==> src/rtl/adc_serial_reader.sv <==
module adc_serial_reader #(
  parameter int HALF   = 2,
  parameter int DATA_W = 12
) (
  input  logic              clk,
  input  logic              rst,
  input  logic              start_i,
  input  logic              align_late_i,
  input  logic              sdi_i,
  output logic              sclk_o,
  output logic              conv_o,
  output logic              busy_o,
  output logic              done_o,
  output logic [DATA_W-1:0] sample_o,
  output logic              refrdy_o
);
  localparam int PER    = 2 * HALF;
  localparam int DW     = (PER > 2) ? $clog2(PER) : 1;
  localparam int EDGES  = DATA_W + 3;
  localparam int EW     = $clog2(EDGES + 1);

  typedef enum logic [1:0] {S_IDLE, S_CONV, S_SHIFT} state_t;

  state_t            state;
  logic [DW-1:0]     div_cnt;
  logic [EW-1:0]     edge_cnt;
  logic [DATA_W:0]   shreg;
  logic              late_q;

  logic              per_end, rise_now;
  logic [EW-1:0]     nxt_edge, cap_lo, cap_hi;

  assign per_end  = (div_cnt == DW'(PER - 1));
  assign rise_now = (state == S_SHIFT) && (div_cnt == DW'(HALF - 1));
  assign nxt_edge = edge_cnt + 1'b1;
  assign cap_lo   = late_q ? EW'(3) : EW'(2);
  assign cap_hi   = cap_lo + EW'(DATA_W);
  assign busy_o   = (state != S_IDLE);

  always_ff @(posedge clk) begin
    if (rst) begin
      state    <= S_IDLE;
      div_cnt  <= '0;
      edge_cnt <= '0;
      shreg    <= '0;
      late_q   <= 1'b0;
      sclk_o   <= 1'b0;
      conv_o   <= 1'b0;
      done_o   <= 1'b0;
      sample_o <= '0;
      refrdy_o <= 1'b0;
    end else begin
      done_o <= 1'b0;
      case (state)
        S_IDLE: begin
          if (start_i) begin
            state   <= S_CONV;
            conv_o  <= 1'b1;
            late_q  <= align_late_i;
            div_cnt <= '0;
          end
        end
        S_CONV: begin
          if (per_end) begin
            state    <= S_SHIFT;
            conv_o   <= 1'b0;
            div_cnt  <= '0;
            edge_cnt <= '0;
          end else begin
            div_cnt <= div_cnt + 1'b1;
          end
        end
        S_SHIFT: begin
          if (per_end) begin
            div_cnt <= '0;
            sclk_o  <= 1'b0;
            if (edge_cnt == EW'(EDGES)) begin
              state    <= S_IDLE;
              done_o   <= 1'b1;
              sample_o <= shreg[DATA_W-1:0];
              refrdy_o <= shreg[DATA_W];
            end
          end else begin
            div_cnt <= div_cnt + 1'b1;
          end
          if (rise_now) begin
            sclk_o   <= 1'b1;
            edge_cnt <= nxt_edge;
            if (nxt_edge >= cap_lo && nxt_edge <= cap_hi)
              shreg <= {shreg[DATA_W-1:0], sdi_i};
          end
        end
        default: state <= S_IDLE;
      endcase
    end
  end
endmodule

==> config.mk <==
export PLATFORM = sky130hd
export DESIGN_NAME = adc_serial_reader
export DESIGN_NICKNAME = d
export VERILOG_FILES = /design/src/rtl/adc_serial_reader.sv
export SDC_FILE = /design/constraint.sdc
export NUM_CORES = 1
export LEC_CHECK = 0
export BUFFER_PORTS_ARGS = -buffer_cell sky130_fd_sc_hd__buf_2
export CAP_MARGIN = 15
export CORE_AREA = 10 10 76 78
export CTS_CLUSTER_DIAMETER = 80
export CTS_CLUSTER_SIZE = 28
export DETAILED_ROUTE_END_ITERATION = 10
export DIE_AREA = 0 0 86 88
export GPL_ROUTABILITY_DRIVEN = 0
export HOLD_SLACK_MARGIN = 0.1
export PLACE_DENSITY_LB_ADDON = 0.1
export SYNTH_ARGS = -nofsm -noshare
export SYNTH_HDL_FRONTEND = slang
export SYNTH_SLANG_ARGS = --single-unit
==> constraint.sdc <==
create_clock -name clk -period 2.7 [get_ports clk]
set_clock_uncertainty 0.15 [all_clocks]
set_input_delay 0.135 -clock clk [delete_from_list [all_inputs] [get_ports clk]]
set_output_delay 0.135 -clock clk [all_outputs]
set_load 0.02 [all_outputs]
Word-level counts from Yosys, hierarchy flattened

Cells that the tools add are included.

Register bits after elaboration: 38
Input port bits: 5
Output and inout port bits: 17

Add/subtract/negate cells: 3
Magnitude comparators: 2
Eq/ne operators: 10
Muxes and demuxes: 17
Bitwise gates (word level): 2
Reduce and logical (&&, ||, !) cells: 18

Operators with widths:

| cell                | count |
|---|---|
| $mux 2              | 6 |
| $reduce_and 3->1    | 4 |
| $reduce_bool 2->1   | 5 |
| $mux 4              | 2 |
| $ne 2x2->1 const B  | 4 |
| $pmux 4 s2          | 1 |
| $pmux 2 s3          | 1 |
| $reduce_and 2->1    | 3 |
| $mux 1              | 5 |
| $add 3x3->4 const B | 1 |
| $add 4x1->4 const B | 1 |
| $eq 2x1->1 const B  | 2 |
| $eq 2x2->1 const B  | 2 |
| $eq 4x4->1 const B  | 1 |
| $ge 4x2->1          | 1 |
| $le 4x4->1          | 1 |
| $pmux 2 s2          | 1 |
| $reduce_and 4->1    | 1 |
| $reduce_or 3->1     | 1 |
| $add 2x1->2 const B | 1 |
| $logic_and 1x1->1   | 2 |
| $logic_not 2->1     | 1 |
| $ne 2x1->1 const B  | 1 |
| $not 1->1           | 2 |
| 2 further kinds     | 2 |

Depth between registers and ports, before layout

Word-level depth: 5
Mapped depth: 8
Depth with buffers taken out: 7

Worst setup path before layout

Ideal clock, no wire load.

Kind: flip-flop to flip-flop
Start point: register edge_cnt[0]
End point: register shreg[10]
Arrival time: 1.636 ns
Data required time: 2.431 ns
Slack: 0.795 ns
Cell stages (with the launch flop): 9
Path buffers: 2
Path through: dfxtp_1 > ha_1 > nor2_1 > nand2_1 > or3_1 > and3_1 > buf_6 > buf_12 > mux2i_1

Word-level cells in the longest chain between the ends: 4

Ends and longest elaborated chain:

| what                                     | RTL line | source |
|---|---|---|
| start: declaration                       | 26       | `logic [EW-1:0] edge_cnt;` |
| start signal: assignment                 | 88       | `edge_cnt <= nxt_edge;` |
| $add 4x1->4 *                            | 35       | `assign nxt_edge = edge_cnt + 1'b1;` |
| $ge 4x2->1 or $le 4x4->1 (tied branches) | 89       | `if (nxt_edge >= cap_lo && nxt_edge <= cap_hi)` |
| $logic_and 1x1->1 *                      | 89       |  |
| $reduce_and 3->1 (no source line) *      | --       |  |
| end signal: assignment                   | 90       | `shreg <= {shreg[DATA_W-1:0], sdi_i};` |
| end: declaration                         | 27       | `logic [DATA_W:0] shreg;` |

Mark *: on every way between the ends. The rest lies on a longest branch, timed or not.
A chain may end at the register's enable or synchronous reset.

Worst setup path after layout

Start point: register state[0]
End point: register late_q

Word-level cells in the longest chain between the ends: 2

Ends and longest elaborated chain:

| what                              | RTL line | source |
|---|---|---|
| start: declaration                | 24       | `state_t state;` |
| start signal: assignment          | 42       | `state <= S_IDLE;` |
| start signal: assignment          | 57       | `state <= S_CONV;` |
| start signal: assignment          | 65       | `state <= S_SHIFT;` |
| $logic_not 2->1                   | 54       | `case (state)` |
| $reduce_and 2->1 (no source line) | --       |  |
| end signal: assignment            | 59       | `late_q <= align_late_i;` |
| end: declaration                  | 28       | `logic late_q;` |

Every way passes these cells.

==> results <==
- The filler cells instantiated in the layout total ~440.
- Data on the critical path arrives at its endpoint at 2310 ps.
- The final-report max-slew violation count is 0.
- The number of global-route vias before repair was 1312.
- The signal on the critical path passes through inv_1, ha_1, nand3_1, dlygate4sd3_1, a21oi_1, dlygate4sd3_1.
- Post-CTS timing repair inserted 0 buffers for setup.
- The number of nets in the layout is 230.
- The maximum number of buffers from clock root to sink is 2.
- The synthesis-to-finish area growth is 15.6%.
- TritonCTS built the clock tree.
- The cell chosen for the clock root is sky130_fd_sc_hd__clkbuf_8.
- After global routing the overflow that remains totals 0.
- In this run the number of H-tree levels came out at 2.
- The distinct cell type count after synthesis is 29.
- Using the TritonRoute via totals, the vias-per-cell ratio works out to 4.84.
- Registers take ~760 um^2.
- After floorplanning, the core was divided into 24 placement rows.
- The count of hold-fix buffers inserted at cts is 5.
- The die is 88 um tall.
- The number of hold-slack violations in the final timing report came to 0.
- The kind of launch point of the worst setup path is a flop.
- The effective utilization at floorplan is 39.1%.
- The final routed wire length divided by cell count is roughly 13 um.
- The clock slew at the register clock pins of the worst setup and hold paths is about 80 ps.
- For this design the ratio of total power to cell area is 592 mW/mm^2.
- The first global-routing pass estimated 5860 um of wire.
- After detailed routing, the number of remaining DRC violations is 0.
- The repair_antennas step left the layout with diodes totalling 0.
- The number of antenna violations at the first check in global routing is 0.
- Counting the buffers created by CTS gives 5.
- The final critical-path required period is 2280 ps.
- The sink count of the clock tree is 38.
- The mapped netlist covers 0.00168 mm^2.
- The final wirelength is 3460 um.
- Port buffering added 21 buffers.
- In the layout the commonest cells are sky130_fd_sc_hd__dfxtp_1, sky130_fd_sc_hd__nand2_1, sky130_fd_sc_hd__a21oi_1.
- The post-cts repair resize count is 0.
- In this run, the number of DRC markers left after iteration 0 of detailed routing was 51.
- The count of TritonRoute iterations in the first routing pass is 4.
- The final sum of negative setup slack is 0 ps.
- Counting tap cells, the placed design contains a total of 258 instances.
- Counting flops and latches in the post-synthesis netlist gives 38.
- The placed wire-length estimate is 2380 um.
- The kind of end point of the critical path is a flop.
- For this run, the number of standard cells in the final layout without fillers is 271.
- Of all nets on the critical path, the largest fanout is 6.
- The synthesized instance count is 194.
- Setup repair after global routing left no endpoint under its margin.
- Setup violations remaining at the end of the flow were counted as 0.
- The post-route netlist has 15.5% of its cells at a drive strength greater than 1.
- Across the run, the number of max-cap violations was 0.
- The maximum achievable frequency is 438 MHz.
- Global routing used 9.47% of the available tracks across all layers.
- The maximum number of pins on one net before global-route repair is 40.
- The flow ran to the end, and the final reports show no timing, DRC or antenna violations.
- The path class of the lowest-slack min-delay path is in2reg.
- The number of warnings reported in the yosys synthesis log is 0.
- The multi-input combinational cells in the finished layout cover a total of 828 um^2.
- The core box area is 0.00429 mm^2.
- The final period utilization is 84.5%.
- The die covers 0.00757 mm^2.
- The tightest slew margin relative to the limit is 57.7%.
- The most common cell after layout, fill and taps aside is sky130_fd_sc_hd__dfxtp_1.
- For this design the static power due to leakage is between 0.0007 and 0.0008 uW.
- During I/O placement, the number of pins put on the boundary was 22.
- The number of routed nets with antenna violations is 0.
- The sequential area share after synthesis is 45.3%.
- The net count after synthesis is 206.
- The cell with the largest stage delay on the worst path is sky130_fd_sc_hd__dlygate4sd3_1.
- The critical path's most frequent cell is sky130_fd_sc_hd__dlygate4sd3_1.
- The critical path in this run is classified as reg2reg.
- The final route contains 1311 vias.
- The critical path required time is 2730 ps.
- For the worst-skew pair, the clock arrives at the later sink with an insertion delay of 290 ps.
- The worst-case IR drop observed on VDD is 0.304 mV.
- The per-instance average area after synthesis is about 8.7 um^2.
- The overall die width is 86 um.
- For the pin with the worst max-slew slack, the measured transition is 634 ps.
- In this design, the stage delay of the slowest critical-path cell is 590 ps.
-- worst max-delay path: cells and delay by family (launching register included) --
kind / cells / cell delay (ps)
buf+inv: 3 / 1210
compound gates: 1 / 60
flops: 1 / 380
simple gates: 1 / 100
fa+ha+maj: 1 / 270
-- per-layer routing --
metal	part of all wire, %	GRT usage, %	up-vias
met4	0.84	2.69	0
met2	44	15.2	23
met1	49	11.1	584
met3	5.7	4.36	4
met5	0	0	-
li1	-	-	700
-- sequential cells by signal, summed over array words and instances (netlist names) --
signal	flops
refrdy_o	1
div_cnt	2
conv_o	1
late_q	1
done_o	1
sclk_o	1
shreg	13
sample_o	12
state	2
edge_cnt	4
-- stage by stage --
stage               power, uW  instance area, um^2  setup slack [ps]  hold slack [ps]  utilization [%]
floorplan                 708                 1680               795              132                -
global placement          740                 1800               723              252             41.8
detailed placement        744                 1800               675              259             41.8
CTS                      1170                 1940               445              191             45.2
global route             1220                 1940               284              219             45.2
finish                   1150                 1940               419              210             45.2
-- power by group --
part,internal [uW],leakage (uW),switching (uW)
clock,205,0.0000472,204
sequential,574,0.000307,11.9
combinational,57.8,0.000398,96.3
total,838,0.000752,312
-- path summary, 6_finish.rpt --
kind	startpoint	to	slack (ps)	depth (start not counted)
max	state[0]$_SDFFE_PP0P_	late_q$_SDFFE_PP0P_	420	6
min	rst	div_cnt[1]$_SDFFE_PP0P_	210	2
max reg2reg	state[0]$_SDFFE_PP0P_	late_q$_SDFFE_PP0P_	420	6
min reg2reg	sample_o[5]$_SDFFE_PP0P_	sample_o[5]$_SDFFE_PP0P_	300	2
-- cell families after synthesis --
logic type / synth area share [%]
buffers and inverters: 5.44
AO/OA/AOI/OAI: 11.9
AND/OR/NAND/NOR: 22.3
XOR/XNOR: 1.49
adder cells (fa/ha/maj): 5.21
multiplexers: 8.34
flip-flops: 45.3
-- cell usage after synthesis, drive strengths merged --
cell type	n	area, um^2
dfxtp	38	761
nand2	36	135
a21oi	23	115
nand2b	15	93.8
mux2i	14	140
nor2	14	52.6
clkbuf	8	30.0
inv	8	30.0
ha	7	87.6
nand3	5	30.0
and3	4	26.3
a221oi	3	26.3
o21ai	3	15.0
buf	2	31.3
nor3	2	10.0
o22ai	2	12.5
xnor2	2	25.0
a211oi	1	7.51
a31oi	1	6.26
a41oi	1	8.76
and2	1	7.51
nand3b	1	7.51
nor2b	1	6.26
o2bb2ai	1	8.76
or3	1	6.26
-- layout make-up --
class,count,share of cell area [%]
Tap cell,52,3.35
Multi-Input combinational cell,138,42.7
Clock inverter,2,0.644
Sequential cell,38,39.2
Inverter,8,1.55
Clock buffer,6,4.25
Timing Repair Buffer,27,8.38
No activity file was read; power rests on OpenSTA's default activity.
